==> config.mk <==
export PLATFORM = sky130hd
export DESIGN_NAME = wdog_timer
export DESIGN_NICKNAME = d
export VERILOG_FILES = /design/src/rtl/wdog_pkg.sv /design/src/rtl/wdog_prescale.sv /design/src/rtl/wdog_ctrl.sv /design/src/rtl/wdog_datapath.sv /design/src/rtl/wdog_timer.sv
export SDC_FILE = /design/constraint.sdc
export NUM_CORES = 1
export LEC_CHECK = 0
export ABC_CLOCK_PERIOD_IN_PS = 5400
export BUFFER_PORTS_ARGS = -buffer_cell sky130_fd_sc_hd__buf_2
export CAP_MARGIN = 20
export CORE_MARGIN = 5
export CORE_UTILIZATION = 61
export CTS_CLUSTER_SIZE = 40
export DETAILED_ROUTE_END_ITERATION = 16
export PLACE_DENSITY = 0.86
export SYNTH_ARGS = -nofsm -noshare
export SYNTH_HDL_FRONTEND = slang
export SYNTH_SLANG_ARGS = --single-unit
export TNS_END_PERCENT = 5
==> constraint.sdc <==
create_clock -name clk -period 5.4 [get_ports clk]
set_clock_uncertainty 0.05 [all_clocks]
set_input_delay 0 -clock clk [delete_from_list [all_inputs] [get_ports clk]]
set_output_delay 0 -clock clk [all_outputs]
set_load 0.02 [all_outputs]
==> src/rtl/wdog_pkg.sv <==
package wdog_pkg;
  localparam int REG_W = 32;
  localparam logic [REG_W-1:0] RESTART_KEY = 32'h0000_4755;

  typedef enum logic [1:0] {
    REG_STATUS  = 2'd0,
    REG_RELOAD  = 2'd1,
    REG_RESTART = 2'd2,
    REG_CTRL    = 2'd3
  } reg_sel_e;

  // bit 5 .. bit 0 of the control word
  typedef struct packed {
    logic scopeChip;
    logic tickSlow;
    logic extOn;
    logic irqOn;
    logic resetOn;
    logic enable;
  } ctrl_t;

  typedef struct packed {
    logic restart;
    logic step;
  } strobe_t;

  typedef struct packed {
    logic irq;
    logic ext;
    logic soc;
    logic chip;
  } act_t;
endpackage

==> src/rtl/wdog_prescale.sv <==
module wdog_prescale #(
  parameter int DIV = 4
) (
  input  logic clk,
  input  logic rstN,
  output logic tickOut
);
  generate
    if (DIV <= 1) begin : g_pass
      assign tickOut = 1'b1;
    end else begin : g_div
      localparam int CW = $clog2(DIV);
      localparam logic [CW-1:0] LAST = CW'(DIV - 1);
      logic [CW-1:0] divCnt;
      always_ff @(posedge clk) begin
        if (!rstN)               divCnt <= '0;
        else if (divCnt == LAST) divCnt <= '0;
        else                     divCnt <= divCnt + 1'b1;
      end
      assign tickOut = (divCnt == LAST);
    end
  endgenerate
endmodule

==> src/rtl/wdog_ctrl.sv <==
module wdog_ctrl
  import wdog_pkg::*;
#(
  parameter int DIV = 4
) (
  input  logic             clk,
  input  logic             rstN,
  input  logic             busSel,
  input  logic             busWrite,
  input  logic [3:0]       busAddr,
  input  logic [REG_W-1:0] busWdata,
  input  logic [REG_W-1:0] countVal,
  output logic [REG_W-1:0] busRdata,
  output logic [REG_W-1:0] reloadVal,
  output strobe_t          strobe,
  output act_t             actSel,
  output ctrl_t            ctrlVal
);
  ctrl_t          ctrlQ;
  logic [REG_W-1:0] reloadQ;
  reg_sel_e       regSel;
  logic           wrEn;
  logic           slowTick;

  assign regSel = reg_sel_e'(busAddr[3:2]);
  assign wrEn   = busSel && busWrite;

  wdog_prescale #(.DIV(DIV)) u_prescale (
    .clk    (clk),
    .rstN   (rstN),
    .tickOut(slowTick)
  );

  always_ff @(posedge clk) begin
    if (!rstN) begin
      ctrlQ   <= '0;
      reloadQ <= '0;
    end else if (wrEn) begin
      if (regSel == REG_CTRL)   ctrlQ   <= ctrl_t'(busWdata[5:0]);
      if (regSel == REG_RELOAD) reloadQ <= busWdata;
    end
  end

  always_comb begin
    strobe.restart = wrEn && (regSel == REG_RESTART) && (busWdata == RESTART_KEY);
    strobe.step    = ctrlQ.enable && (ctrlQ.tickSlow ? slowTick : 1'b1);
  end

  always_comb begin
    actSel.irq  = ctrlQ.irqOn;
    actSel.ext  = ctrlQ.extOn;
    actSel.soc  = ctrlQ.resetOn && !ctrlQ.scopeChip;
    actSel.chip = ctrlQ.resetOn &&  ctrlQ.scopeChip;
  end

  always_comb begin
    unique case (regSel)
      REG_STATUS:  busRdata = countVal;
      REG_RELOAD:  busRdata = reloadQ;
      REG_RESTART: busRdata = '0;
      REG_CTRL:    busRdata = {{(REG_W-6){1'b0}}, ctrlQ};
      default:     busRdata = '0;
    endcase
  end

  assign reloadVal = reloadQ;
  assign ctrlVal   = ctrlQ;
endmodule

==> src/rtl/wdog_datapath.sv <==
module wdog_datapath
  import wdog_pkg::*;
#(
  parameter int PULSE_CYCLES = 4
) (
  input  logic             clk,
  input  logic             rstN,
  input  strobe_t          strobe,
  input  logic [REG_W-1:0] reloadVal,
  input  act_t             actSel,
  output logic [REG_W-1:0] countVal,
  output logic             expire,
  output act_t             actOut
);
  localparam int PW = $clog2(PULSE_CYCLES + 1);
  localparam logic [PW-1:0] PULSE_LOAD = PW'(PULSE_CYCLES);

  logic [REG_W-1:0] countQ;
  logic [PW-1:0]    pulseCnt;
  act_t             heldSel;

  assign expire = strobe.step && !strobe.restart && (countQ == '0);

  always_ff @(posedge clk) begin
    if (!rstN)                countQ <= '0;
    else if (strobe.restart)  countQ <= reloadVal;
    else if (strobe.step) begin
      if (countQ == '0)       countQ <= reloadVal;
      else                    countQ <= countQ - 1'b1;
    end
  end

  always_ff @(posedge clk) begin
    if (!rstN) begin
      pulseCnt <= '0;
      heldSel  <= '0;
    end else if (expire) begin
      pulseCnt <= PULSE_LOAD;
      heldSel  <= actSel;
    end else if (pulseCnt != '0) begin
      pulseCnt <= pulseCnt - 1'b1;
    end
  end

  assign actOut   = (pulseCnt != '0) ? heldSel : '0;
  assign countVal = countQ;
endmodule

==> src/rtl/wdog_timer.sv <==
module wdog_timer
  import wdog_pkg::*;
#(
  parameter int CLK_HZ       = 4_000_000,
  parameter int TICK_HZ      = 1_000_000,
  parameter int PULSE_CYCLES = 4
) (
  input  logic        clk,
  input  logic        rstN,
  input  logic        busSel,
  input  logic        busWrite,
  input  logic [3:0]  busAddr,
  input  logic [31:0] busWdata,
  output logic [31:0] busRdata,
  output logic        irqOut,
  output logic        extPulseOut,
  output logic        socResetOut,
  output logic        chipResetOut
);
  localparam int DIV = (CLK_HZ / TICK_HZ < 1) ? 1 : CLK_HZ / TICK_HZ;

  strobe_t          strobe;
  logic [REG_W-1:0] countVal;
  logic [REG_W-1:0] reloadVal;
  act_t             actSel;
  act_t             actOut;
  ctrl_t            ctrlVal;
  logic             expire;

  wdog_ctrl #(.DIV(DIV)) u_ctrl (
    .clk      (clk),
    .rstN     (rstN),
    .busSel   (busSel),
    .busWrite (busWrite),
    .busAddr  (busAddr),
    .busWdata (busWdata),
    .countVal (countVal),
    .busRdata (busRdata),
    .reloadVal(reloadVal),
    .strobe   (strobe),
    .actSel   (actSel),
    .ctrlVal  (ctrlVal)
  );

  wdog_datapath #(.PULSE_CYCLES(PULSE_CYCLES)) u_dp (
    .clk      (clk),
    .rstN     (rstN),
    .strobe   (strobe),
    .reloadVal(reloadVal),
    .actSel   (actSel),
    .countVal (countVal),
    .expire   (expire),
    .actOut   (actOut)
  );

  assign irqOut       = actOut.irq;
  assign extPulseOut  = actOut.ext;
  assign socResetOut  = actOut.soc;
  assign chipResetOut = actOut.chip;
endmodule

* Yosys cells after proc, flatten, opt, wreduce, memory -nomap -nowiden
Index checks and enable logic that the tools add are counted.
** Storage, ports and cells
- Bits of input ports :: 40
- Register bits after elaboration :: 79
- Output and inout bits :: 36
** Operators by class
- Reduce and logical (&&, ||, !) cells :: 19
- Add/subtract/negate cells :: 3
- Bitwise operators :: 1
- Muxes and demuxes :: 8
- Eq/ne operators :: 5
** Operator list (count)
- 32-bit case mux with 4 select lines :: 1
- 32-bit two-way mux :: 3
- 32-bit by 15-bit equality test with 1-bit output, second input constant :: 1
- 32-bit zero test :: 1
- 32-bit by 1-bit subtractor with 32-bit output, second input constant :: 1
- 1-bit logical AND :: 8
- 2-bit equality test, second input constant :: 3
- 3-bit two-way mux :: 2
- 4-bit two-way mux :: 1
- 2-bit AND reduction :: 2
- 2-bit nonzero test :: 2
- 2-bit OR reduction :: 2
- 3-bit nonzero test :: 1
- 3-bit by 1-bit subtractor with 3-bit output, second input constant :: 1
- 2-bit by 1-bit adder with 2-bit output, second input constant :: 1
- 2-bit by 1-bit equality test with 1-bit output, second input constant :: 1
- 1-bit zero test :: 2
- 2-bit zero test :: 1
- 1-bit two-way mux :: 1
- 1-bit NOT :: 1

* Depth between registers and ports, before layout
- Word-level depth :: 7
- Mapped depth :: 9
- Gate-level depth less buffers :: 8

* Cells and area by module
From an unflattened synthesis, not the netlist that was laid out.
** Unflattened totals
- Cells, all modules :: 573
- Area total of the unflattened synthesis :: 4717.0 um2
** By module, submodules not included
- wdog_datapath :: times used 1, seq. area each 780.7 um2, area an instance 2443.6 um2, cells each 316
- wdog_ctrl :: times used 1, seq. area each 760.7 um2, area an instance 2199.6 um2, cells each 252
- wdog_prescale :: times used 1, seq. area each 40.0 um2, area an instance 73.8 um2, cells each 5

* Worst setup path after synthesis
No wires, ideal clock.
- Path kind :: reg-to-reg
- Start :: reg u_dp.countQ[20] (netlist: u_dp.countVal[20])
- End :: reg u_dp.countQ[31] (netlist: u_dp.countVal[31])
- Data arrival time :: 2.417 ns
- Clock period less this slack :: 2.592 ns
- Slack :: 2.808 ns
- Data required time :: 5.224 ns
- Setup time :: 0.126 ns
- Cell stages (with the launch flop) :: 10
- Cells stage by stage :: dfxtp_1 -> or4_1 -> buf_2 -> or4_4 -> nor3_4 -> nor2_2 -> buf_2 -> buf_6 -> a32oi_1 -> nand3_1
** Between the ends
- Cells in the longest elaborated chain, start to end :: 4
- Elaborated cells on any way between the ends :: 5
- Classes of those cells :: add/sub (1); mux (3); reduce/logical (1)
** Ends and longest elaborated chain
- start: declaration :: line wdog_datapath.sv:18 : logic [REG_W-1:0] countQ;
- start signal: assignment :: line wdog_datapath.sv:26 : else if (strobe.restart) countQ <= reloadVal;
- start signal: assignment :: line wdog_datapath.sv:28 : if (countQ == '0) countQ <= reloadVal;
- start signal: assignment :: line wdog_datapath.sv:29 : else countQ <= countQ - 1'b1;
- 32-bit by 1-bit subtractor with 32-bit output or 32-bit zero test (tied branches) :: line wdog_datapath.sv:29, wdog_datapath.sv:28
- 32-bit two-way mux * :: line wdog_datapath.sv:28
- 32-bit two-way mux * :: line wdog_datapath.sv:27 : else if (strobe.step) begin
- 32-bit two-way mux * :: line wdog_datapath.sv:26
Mark *: on every way between the ends. The rest lies on a longest branch, timed or not. The select of a mux whose other input is x is not followed.
A chain may end at the register's enable or synchronous reset.

* Worst setup path in the final report
- Start :: reg u_dp.countQ[15] (netlist: u_dp.countVal[15])
- End :: reg u_dp.countQ[13] (netlist: u_dp.countVal[13])
** Between the ends
- Cells in the longest elaborated chain, start to end :: 4
** Ends and longest elaborated chain (line)
- 32-bit zero test :: wdog_datapath.sv:28
- 32-bit two-way mux :: wdog_datapath.sv:28
- 32-bit two-way mux :: wdog_datapath.sv:27
- 32-bit two-way mux :: wdog_datapath.sv:26
No other way between the ends. The select of a mux whose other input is x is not followed.

==> qor.yml <==
yosys:
  synth_edf_count: 0
  synthArstFlopShare_pct: 0
  synth_ff_type: "dfxtp_1"
  synth_top_area_share_pct: 35.2
  syn_area_um2: 4490
  ys_types: 61
  synth-seq-cells: 79
  avgSynthCellArea_um2: 7.58
  ys_seq_area_share_pct: 35.2
  ys_top_cells_by_area: "dfxtp_1 35%, mux2i_1 9.8%, nand2_1 8.9%"
  yosysWarnings: 0
  syn_inst: 593
  yosysTopAreaCell: "dfxtp_1"
  synth_nets: 638
die:
  die_w_um: 95.8
  ios: 76
  core_um2: 7210
  dieArea_um2: 9180
  row_count: 31
  die_h_um: 95.8
  start_util_pct: 62.3
critical_path:
  worstPathMaxFanout: 23
  end_kind: "register"
  cp_data_required_time_ns: 5.59
  critPathBufInv: 0
  crit_chain: "nor4_1 > nand4b_1 > nor3_4 > or2_1 > a211oi_1 > a2111oi_1"
  r2r-end: "u_dp.countVal[13]$_SDFFE_PN0P_"
  startpoint_type: "register"
  cp-endpoint: "u_dp.countVal[13]$_SDFFE_PN0P_"
  worst-setup-path-type: "reg2reg"
  reg2reg_depth: 6
  rr_startpoint: "u_dp.countVal[15]$_SDFFE_PN0P_"
  crit_cells: 6
  worst_path_max_delay_cell: "or2_1"
  r2r_setup_slack_ns: 1.94
  crit_arrival_ns: 3.66
  critPathLaunch: "u_dp.countVal[15]$_SDFFE_PN0P_"
  crit_path_max_incr_delay_ns: 0.77
  critPathTopFamily: "simple AND/OR/NAND/NOR gates"
power_and_ir_drop:
  power_frac_seq_pct: 39.6
  p_int_w: 0.00100
  ir_worst_vdd_uv: 184
  combPwrFrac_pct: 33.1
  switching_share_pct: 36.9
  p_sw_w: 0.000585
  p_total_w: 0.00159
  power_frac_clock_pct: 27.3
  powerDensity_nw_per_um2: 296
  leakagePower_nw: 2.19
placement:
  place_area_um2: 4840
  dp_hpwl_um: 9210
  place_ws_ns: 2.10
  io_buffers: 73
  gp_congestion: 0.927
timing:
  setup_tns_ns: 0
  maxSlewHeadroom_pct: 27.6
  worst_pin_slew_ns: 1.08
  fin_crit_sh_pct: 64.1
  rsz0062_at_grt: "false"
  min_period_ns: 3.46
  fin_ws_ns: 1.94
  fmax_mhz: 289
  setup_violations: 0
  hold_violations: 0
  drv_slew: 0
drt:
  via_per_inst: 6.36
  ant_nets: 0
  first_pass_iters: 5
  wl_met3_um: 1210
  drt-met1-wl_um: 5860
  drt_iter0_markers: 651
  vias: 4929
  routedWlPerCell_um: 18.3
  routed-wl-met2_um: 6790
  top_layer: "met4"
  routed_wl_um: 14200
  drc: 0
grt:
  track_usage_pct: 32.1
  antenna_found_initial: 0
  grt_pass1_vias: 4680
  overflow: 0
  grt_pass1_wl_um: 23100
  grt_max_degree: 55
final_layout:
  final_cell_mix: "107 x nand2_1, 79 x dfxtp_1, 73 x buf_2"
  fillers: 568
  nets: 716
  seqCellArea_um2: 1580
  fin_area_um2: 5360
  area_growth_pct: 19.2
  layout_commonest_cell: "nand2_1"
  diodes: 0
  multi_input_area_um2: 2690
  drive_above_1_share_pct: 15.8
min_path:
  min_path_cells: 3
  hold_path_class: "in2reg"
job:
  drv_cap: 0
clock_network:
  htreeDepth: 3
  cts_root_buf: "clkbuf_8"
  postCtsSetupRepairBufs: 0
  clkLatencyLatePin_ns: 0.36
  cts_tree: "built"
  clock_path_buffers: 2
  path_clk_slew_ns: 0.09
  cts_buffers: 9
  clock-sinks: 79
status:
  outcome: "finished, final reports clean"
-- cell families (layout without fill, tap and decap cells) --
family	Yosys count	in the layout	synth area share (%)
XOR/XNOR	1	1	0.195
AO/OA/AOI/OAI	140	140	18.8
multiplexers	44	44	9.80
buffers and inverters	54	137	5.18
adder cells (fa/ha/maj)	5	5	1.39
flip-flops	79	79	35.2
AND/OR/NAND/NOR	270	270	29.4
-- flip-flops by register name, summed over array words and instances, names as in the netlist --
| register | count |
|---|---|
| u_ctrl.actSel | 2 |
| u_ctrl.ctrlVal | 4 |
| u_ctrl.reloadVal | 32 |
| u_ctrl.u_prescale.g_div.divCnt | 2 |
| u_dp.countVal | 32 |
| u_dp.heldSel | 4 |
| u_dp.pulseCnt | 3 |
-- worst min path at each step --
stage          slack, ns         start                           endpoint
2_1_floorplan       0.09  busWdata[14]  u_ctrl.reloadVal[14]$_SDFFE_PN0P_
3_3_place_gp        0.20  busWdata[26]  u_ctrl.reloadVal[26]$_SDFFE_PN0P_
3_5_place_dp        0.21  busWdata[26]  u_ctrl.reloadVal[26]$_SDFFE_PN0P_
4_1_cts             0.03          rstN      u_dp.countVal[6]$_SDFFE_PN0P_
5_1_grt             0.06          rstN      u_dp.countVal[6]$_SDFFE_PN0P_
6_report            0.05          rstN      u_dp.countVal[6]$_SDFFE_PN0P_
-- power by group through the flow --
| stage | clock network, W | logic [W] | registers (W) |
|---|---|---|---|
| after global placement | 0 | 0.000471 | 0.000638 |
| after floorplan | 0 | 0.000405 | 0.000633 |
| after global routing | 0.000458 | 0.000570 | 0.000631 |
| final | 0.000433 | 0.000526 | 0.000628 |
| after CTS | 0.000430 | 0.000508 | 0.000626 |
| after detailed placement | 0 | 0.000486 | 0.000640 |
-- per-layer routing --
metal	vias to the layer above	GRT usage (%)
met5	-	0
met4	0	11.7
li1	2293	-
met2	273	51.7
met3	38	6.02
met1	2325	42.7
-- metrics by stage --
stage / cells / hold WS, ns / utilization, %
after CTS: 775 / 0.0263 / 74.3
after floorplan: 593 / 0.0860 / -
final: 775 / 0.0548 / 74.3
after global routing: 775 / 0.0596 / 74.3
after detailed placement: 727 / 0.206 / 67.2
after global placement: 727 / 0.199 / 67.2
-- area by class of cell --
cell class | instances | area share [%]
flip-flops and latches | 79 | 29.5
clock inverters | 4 | 0.537
well taps | 99 | 2.31
repair buffers | 111 | 13.6
inverters | 10 | 0.700
multi-input cells | 460 | 50.2
clock buffers | 12 | 3.08
-- synth_stat cells, types with 7 or more instances --
cell type and instances:
nor3_1 21, or4_1 9, or3_1 7, nand2_1 107, nand3_1 17, nor2_1 51, nor4_1 17, dfxtp_1 79
mux2i_1 44, clkbuf_1 35, o21ai_0 30, inv_1 9, a21oi_1 62
-- worst register-to-register path, cell delays in order, from the launching register on --
cell and delay [ns]:
dfxtp_1 0.38, nor4_1 0.62, nand4b_1 0.55, nor3_4 0.43
or2_1 0.77, a211oi_1 0.13, a2111oi_1 0.42
-- repair_timing --
action / in CTS / in global routing
hold buffers: 32 / 0
gates resized for setup: 0 / 0
setup endpoints to repair: 0 / 0
hold endpoints to repair: 38 / 0
Power figures use the tool's default switching activity.
